`src/rtl/pwm_frame_pkg.sv`:
```
package pwm_frame_pkg;

    // Section of the frame that the current period belongs to
    typedef enum logic [1:0] {
        SEG_INIT = 2'd0,
        SEG_FLAG = 2'd1,
        SEG_DATA = 2'd2,
        SEG_TAIL = 2'd3
    } frame_seg_e;

endpackage

```
`src/rtl/pwm_frame_timer.sv`:
```
module pwm_frame_timer
    import pwm_frame_pkg::*;
#(
    parameter int unsigned INIT_LEN = 12,
    parameter int unsigned FLAG_LEN = 4,
    parameter int unsigned DATA_W   = 12,
    parameter int unsigned TAIL_LEN = 8
) (
    input  logic              clk_i,
    input  logic              rst_ni,
    input  logic              en_i,
    input  logic              tick_i,
    output frame_seg_e        seg_o,
    output logic [DATA_W-1:0] data_idx_o,
    output logic              start_o
);

    localparam int unsigned DATA_LEN  = (1 << DATA_W) - 1;
    localparam int unsigned FLAG_BASE = INIT_LEN;
    localparam int unsigned DATA_BASE = INIT_LEN + FLAG_LEN;
    localparam int unsigned TAIL_BASE = DATA_BASE + DATA_LEN;
    localparam int unsigned FRAME_LEN = TAIL_BASE + TAIL_LEN;
    localparam int unsigned CNT_W     = $clog2(FRAME_LEN);
    localparam int unsigned LAST      = FRAME_LEN - 1;

    typedef struct packed {
        logic [CNT_W-1:0] cnt;
    } timer_state_t;

    timer_state_t st_d, st_q;

    always_comb begin
        st_d = st_q;
        if (!en_i) begin
            st_d.cnt = '0;
        end else if (tick_i) begin
            if (st_q.cnt == CNT_W'(LAST)) begin
                st_d.cnt = '0;
            end else begin
                st_d.cnt = st_q.cnt + 1'b1;
            end
        end
    end

    always_ff @(posedge clk_i or negedge rst_ni) begin
        if (!rst_ni) begin
            st_q <= '0;
        end else begin
            st_q <= st_d;
        end
    end

    always_comb begin
        if (st_q.cnt < CNT_W'(FLAG_BASE)) begin
            seg_o = SEG_INIT;
        end else if (st_q.cnt < CNT_W'(DATA_BASE)) begin
            seg_o = SEG_FLAG;
        end else if (st_q.cnt < CNT_W'(TAIL_BASE)) begin
            seg_o = SEG_DATA;
        end else begin
            seg_o = SEG_TAIL;
        end
    end

    assign data_idx_o = DATA_W'(st_q.cnt - CNT_W'(DATA_BASE));
    assign start_o    = en_i && tick_i && (st_q.cnt == '0);

    // a strobe in the last period wraps to the first
    assert_frame_wrap_R2: assert property (@(posedge clk_i) disable iff (!rst_ni)
        (en_i && tick_i && seg_o == SEG_TAIL && st_q.cnt == CNT_W'(LAST)) |=> (st_q.cnt == '0));

    // position does not move without a strobe
    assert_idle_position_R2: assert property (@(posedge clk_i) disable iff (!rst_ni)
        (en_i && !tick_i) |=> $stable(st_q.cnt));

    // disabling returns the frame to its start
    assert_disable_restart_R9: assert property (@(posedge clk_i) disable iff (!rst_ni)
        !en_i |=> (seg_o == SEG_INIT && data_idx_o == DATA_W'(0 - DATA_BASE)));

endmodule

```
`src/rtl/pwm_frame_sampler.sv`:
```
module pwm_frame_sampler #(
    parameter int unsigned ANGLE_W = 14,
    parameter int unsigned DATA_W  = 12
) (
    input  logic               clk_i,
    input  logic               rst_ni,
    input  logic               load_i,
    input  logic [ANGLE_W-1:0] angle_i,
    input  logic               fault_i,
    output logic [DATA_W-1:0]  level_o,
    output logic               fault_o
);

    typedef struct packed {
        logic [DATA_W-1:0] level;
        logic              fault;
    } sample_state_t;

    sample_state_t      st_d, st_q;
    logic [DATA_W-1:0]  coarse;

    generate
        if (ANGLE_W >= DATA_W) begin : g_truncate
            assign coarse = angle_i[ANGLE_W-1 -: DATA_W];
        end else begin : g_extend
            assign coarse = {angle_i, {(DATA_W-ANGLE_W){1'b0}}};
        end
    endgenerate

    always_comb begin
        st_d = st_q;
        if (load_i) begin
            st_d.level = coarse;
            st_d.fault = fault_i;
        end
    end

    always_ff @(posedge clk_i or negedge rst_ni) begin
        if (!rst_ni) begin
            st_q <= '0;
        end else begin
            st_q <= st_d;
        end
    end

    assign level_o = st_q.level;
    assign fault_o = st_q.fault;

    // captured values are held between frame starts
    assert_frame_hold_R8: assert property (@(posedge clk_i) disable iff (!rst_ni)
        !load_i |=> ($stable(level_o) && $stable(fault_o)));

endmodule

```
`src/rtl/pwm_frame_shaper.sv`:
```
module pwm_frame_shaper
    import pwm_frame_pkg::*;
#(
    parameter int unsigned DATA_W = 12
) (
    input  logic              clk_i,
    input  logic              rst_ni,
    input  logic              en_i,
    input  logic              tick_i,
    input  frame_seg_e        seg_i,
    input  logic [DATA_W-1:0] data_idx_i,
    input  logic [DATA_W-1:0] level_i,
    input  logic              fault_i,
    output logic              pwm_o
);

    typedef struct packed {
        logic pwm;
    } shaper_state_t;

    shaper_state_t st_d, st_q;
    logic          period_lvl;

    always_comb begin
        unique case (seg_i)
            SEG_INIT: period_lvl = 1'b1;
            SEG_FLAG: period_lvl = !fault_i;
            SEG_DATA: period_lvl = !fault_i && (data_idx_i < level_i);
            default:  period_lvl = 1'b0;
        endcase
    end

    always_comb begin
        st_d = st_q;
        if (!en_i) begin
            st_d.pwm = 1'b0;
        end else if (tick_i) begin
            st_d.pwm = period_lvl;
        end
    end

    always_ff @(posedge clk_i or negedge rst_ni) begin
        if (!rst_ni) begin
            st_q <= '0;
        end else begin
            st_q <= st_d;
        end
    end

    assign pwm_o = st_q.pwm;

    assert_preamble_high_R3: assert property (@(posedge clk_i) disable iff (!rst_ni)
        (en_i && tick_i && seg_i == SEG_INIT) |=> pwm_o);

    // a captured fault darkens everything after the first 12 periods
    assert_fault_dark_R4: assert property (@(posedge clk_i) disable iff (!rst_ni)
        (en_i && tick_i && fault_i && seg_i != SEG_INIT) |=> !pwm_o);

    assert_tail_low_R7: assert property (@(posedge clk_i) disable iff (!rst_ni)
        (en_i && tick_i && seg_i == SEG_TAIL) |=> !pwm_o);

    assert_disable_low_R9: assert property (@(posedge clk_i) disable iff (!rst_ni)
        !en_i |=> !pwm_o);

    assert_idle_hold_R2: assert property (@(posedge clk_i) disable iff (!rst_ni)
        (en_i && !tick_i) |=> $stable(pwm_o));

endmodule

```
`src/rtl/pwm_angle_frame_enc.sv`:
```
module pwm_angle_frame_enc
    import pwm_frame_pkg::*;
#(
    parameter int unsigned ANGLE_W  = 14,
    parameter int unsigned DATA_W   = 12,
    parameter int unsigned INIT_LEN = 12,
    parameter int unsigned FLAG_LEN = 4,
    parameter int unsigned TAIL_LEN = 8
) (
    input  logic               clk_i,
    input  logic               rst_ni,
    input  logic               enable_i,
    input  logic               pwm_tick_i,
    input  logic [ANGLE_W-1:0] angle_i,
    input  logic               fault_i,
    output logic               pwm_o
);

    frame_seg_e        seg;
    logic [DATA_W-1:0] data_idx;
    logic              frame_start;
    logic [DATA_W-1:0] level;
    logic              fault_cap;

    pwm_frame_timer #(
        .INIT_LEN (INIT_LEN),
        .FLAG_LEN (FLAG_LEN),
        .DATA_W   (DATA_W),
        .TAIL_LEN (TAIL_LEN)
    ) timer_i (
        .clk_i      (clk_i),
        .rst_ni     (rst_ni),
        .en_i       (enable_i),
        .tick_i     (pwm_tick_i),
        .seg_o      (seg),
        .data_idx_o (data_idx),
        .start_o    (frame_start)
    );

    pwm_frame_sampler #(
        .ANGLE_W (ANGLE_W),
        .DATA_W  (DATA_W)
    ) sampler_i (
        .clk_i   (clk_i),
        .rst_ni  (rst_ni),
        .load_i  (frame_start),
        .angle_i (angle_i),
        .fault_i (fault_i),
        .level_o (level),
        .fault_o (fault_cap)
    );

    pwm_frame_shaper #(
        .DATA_W (DATA_W)
    ) shaper_i (
        .clk_i      (clk_i),
        .rst_ni     (rst_ni),
        .en_i       (enable_i),
        .tick_i     (pwm_tick_i),
        .seg_i      (seg),
        .data_idx_i (data_idx),
        .level_i    (level),
        .fault_i    (fault_cap),
        .pwm_o      (pwm_o)
    );

endmodule

```
`config.mk`:
```
export PLATFORM = sky130hd
export DESIGN_NAME = pwm_angle_frame_enc
export DESIGN_NICKNAME = d
export VERILOG_FILES = /design/src/rtl/pwm_frame_pkg.sv /design/src/rtl/pwm_frame_timer.sv /design/src/rtl/pwm_frame_sampler.sv /design/src/rtl/pwm_frame_shaper.sv /design/src/rtl/pwm_angle_frame_enc.sv
export SDC_FILE = /design/constraint.sdc
export NUM_CORES = 1
export LEC_CHECK = 0
export BUFFER_PORTS_ARGS = -buffer_cell sky130_fd_sc_hd__buf_2
export CAP_MARGIN = 40
export CORE_MARGIN = 2
export CORE_UTILIZATION = 45
export CTS_BUF_LIST = sky130_fd_sc_hd__clkbuf_16
export DETAILED_ROUTE_END_ITERATION = 10
export PLACE_DENSITY = 0.6
export SYNTH_ARGS = -nofsm -noshare
export SYNTH_HDL_FRONTEND = slang
export SYNTH_SLANG_ARGS = --single-unit
```
`constraint.sdc`:
```
create_clock -name clk_i -period 6.7 [get_ports clk_i]
set_input_delay 1.005 -clock clk_i [delete_from_list [all_inputs] [get_ports clk_i]]
set_output_delay 1.005 -clock clk_i [all_outputs]
set_load 0.01 [all_outputs]
```
==> summary.md <==
| Metric | Value |
|---|---|
| Status | `finished, final reports clean` |
| H-tree Lvls | `1` |
| Busiest metal layer after global routing | `met2` |
| Vias in the first global route | `~1400` |
| R2R Path End | `shaper_i.pwm_o` |
| Slowest-stage cell, CP | `dfrtp_1` |
| Synthesized area | `~1900 um^2` |
| Cts repair resizes | `0` |
| Worst Path Max Fanout | `11` |
| Post-synth ARST share | `1.00` |
| RSZ-0062 raised after global routing | `false` |
| Initial core utilization | `0.469` |
| Clock Path Buffers | `2` |
| Reg2Reg Launch Point | `timer_i.st_q[6]` |
| Antenna violations before repair | `0` |
| Top FF cell, synth | `dfrtp_1` |
| M1 GR Usage | `0.226` |
| Clock Skew | `0.00522 ns` |
| Final setup viols | `0` |
| Hold slack | `0.509 ns` |
| Clock Sinks | `27` |
| Via count | `about 1400` |
| Hpwl dp | `2680 um` |
| Slowest stage delay, CP | `~0.53 ns` |
| DRT Wirelength | `3750 um` |
| Pre-CTS WS | `a little under 4 ns` |
| Placed Instance Area | `around 1900 um^2` |
| Share of the synthesized area in the top cell type | `0.357` |
| # port buffers | `17` |
| Rel. slew slack | `0.467` |
| Post-CTS Setup Bufs | `0` |
| I/O pin count | `20` |
| Die X | `68.8 um` |
| Synth area leaders | `dfrtp_1 (36%), ha_1 (12%), mux2_4 (7.9%)` |
| Sw frac | `0.293` |
| DIE HEIGHT | `68.8 um` |
| Final worst slack | `approximately 4 ns` |
| Register-to-register setup slack | `just over 4 ns` |
| Mapped Cells | `around 180` |
| Fin. max-slew vios | `0` |
| Clock latency on the worst-skew pair | `0.26 ns` |
| Util after Layout | `0.500` |
| CTS tree | `done` |
| Most frequent cells after synthesis | `dfrtp_1 (27), ha_1 (18), inv_1 (18), nand2_1 (13)` |
| Syn avg cell area | `10.3 um^2` |
| Gp weighted congestion | `between 0.7 and 0.8` |
| Total track usage | `0.177` |
| Min-delay worst type | `reg -> reg` |
| Type of destination of the critical path | `flip-flop` |
| Max_cap viols | `0` |
| F_max | `0.382 GHz` |
| Combinational power share | `0.286` |
| P_sw | `0.149 mW` |
| GRT overflow | `0` |
| Routed len/inst | `between 15 and 20 um` |
| Distinct cell type count after synthesis | `44` |
| Syn-to-layout area delta | `6.55%` |
| Vias per cell | `5.54` |
| Yosys Warn Count | `0` |
| Worst r2r path cells | `8` |
| Core area | `~4000 um^2` |
| Die area | `approximately 4700 um^2` |
| Static Leak | `~0.94 nW` |
| Root buf cell | `clkbuf_16` |
| Critical path arrival | `2.79 ns` |
| DRT antenna net count | `0` |
| Yosys reg bits | `27` |
| Met3 usage | `0.0390` |
| Layout cells sized above 1 | `0.222` |
| Drc violations | `0` |
| Critical path cell sequence | `nor3_1 -> and3_1 -> nand2_1 -> xnor2_1 -> ha_1 -> a2111o_1 -> a211o_1 -> o31ai_1` |
| Initial DRC count | `67` |
| Fin. Hold Viols | `0` |
| Crit path from | `timer_i.st_q[6]` |
| Post-synthesis sequential area ratio | `0.357` |
| Largest net degree at the start of global routing | `28` |
| Pwr Density | `roughly 250 nW/um^2` |
| Register share of total power | `0.441` |
| CP top delay family | `compound AO/OA/AOI/OAI gates` |
| Internal power | `between 0.3 and 0.4 mW` |
| CP startpoint kind | `flip-flop` |
| Worst EP required | `6.87 ns` |
| First-pass GRT wire length | `around 6300 um` |
| EDFF count, synth | `0` |
| Worst slew pin tran | `between 0.8 and 0.9 ns` |
| Final period utilization | `0.390` |
| Cell taking the most area after synthesis | `dfrtp_1` |
| Worst Setup EP | `shaper_i.pwm_o` |
| Crit. path cell count | `8` |
| Final non-filler cell total | `244` |
| # rows | `23` |
| DRT Pass-1 Iters | `4` |
| Hold Buf Count CTS | `0` |
| Final Power | `between 0.5 and 0.6 mW` |
| Worst vdd ir | `between 0.1 and 0.15 mV` |
| CTS clk-pin slew, worst paths | `~0.07 ns` |
| Finished Cell Area | `around 2000 um^2` |
| Cell total after placement | `240` |
| Met2 Use GR | `0.305` |
| CTS buffer count | `3` |
| Syn Nets | `roughly 220` |
| Clock power frac | `0.273` |
| Sum Neg Setup Slack | `0 ns` |
| Setup CP Type | `reg -> reg` |
| Post-layout nets | `232` |
| N_diodes | `0` |
| WP buf/inv | `0` |
| Top-count cell post-synth | `dfrtp_1` |
| Final Critical Period | `2.62 ns` |
[routing by layer]
layer | routed length [um] | part of all wire
met5 | 0 | 0
met4 | 40 | 0.011
met3 | 171 | 0.046
met2 | 1840 | 0.49
met1 | 1690 | 0.45
[registers in the layout, summed over array words and instances (netlist names)]
name               cells
timer_i.st_q          13
sampler_i.fault_o      1
shaper_i.pwm_o         1
sampler_i.level_o     12
[cells in the final DEF (no fill, tap or decap), types with 8 or more instances in the layout]
cell type	netlist	final
a21oi_1	9	9
a31oi_1	10	10
buf_2	1	17
dfrtp_1	27	27
ha_1	18	18
inv_1	18	18
mux2_4	10	10
nand2_1	13	13
o21ai_0	8	8
[logic make-up (layout without fill, tap and decap cells)]
family | Yosys count | count (layout) | synth area share
and+or+nand+nor | 49 | 49 | 0.161
AOI/OAI and AO/OA | 38 | 38 | 0.129
buffers and inverters | 30 | 40 | 0.0946
DFF | 27 | 27 | 0.357
adders and majority gates | 18 | 18 | 0.119
muxes | 13 | 13 | 0.0973
xor gates and xnor gates | 9 | 9 | 0.0417
[power by group through the flow]
stage	sequential, mW	clock [mW]	combinational (mW)
global placement	0.226	0	0.138
finish	0.224	0.138	0.145
floorplan	0.215	0	0.125
detailed placement	0.226	0	0.147
global route	0.229	0.149	0.165
CTS	0.224	0.143	0.148
[worst min path at each step]
stage                                startpoint                    end  slack (ns)  cells after the start
final                     sampler_i.level_o[10]  sampler_i.level_o[10]        0.51                      1
after global routing       sampler_i.level_o[0]   sampler_i.level_o[0]        0.53                      1
after CTS                 sampler_i.level_o[10]  sampler_i.level_o[10]        0.51                      1
after detailed placement   sampler_i.level_o[3]   sampler_i.level_o[3]        0.49                      1
after global placement     sampler_i.level_o[0]   sampler_i.level_o[0]        0.49                      1
after floorplan            sampler_i.level_o[0]   sampler_i.level_o[0]        0.48                      1
[worst register-to-register path, stage by stage (launching register included)]
cell and delay [ns]:
dfrtp_1 0.53, nor3_1 0.32, and3_1 0.30, nand2_1 0.09, xnor2_1 0.13, ha_1 0.31, a2111o_1 0.42, a211o_1 0.23
o31ai_1 0.19
[layout make-up]
class                           count  area [um^2]
Inverter                           18         67.6
Clock inverter                      1         5.00
Fill cell                         390         2010
Sequential cell                    27          676
Multi-Input combinational cell    127         1040
Tap cell                           50         62.6
Clock buffer                        3         75.1
Timing Repair Buffer               18         92.6
(Power assumes the default switching activity.)
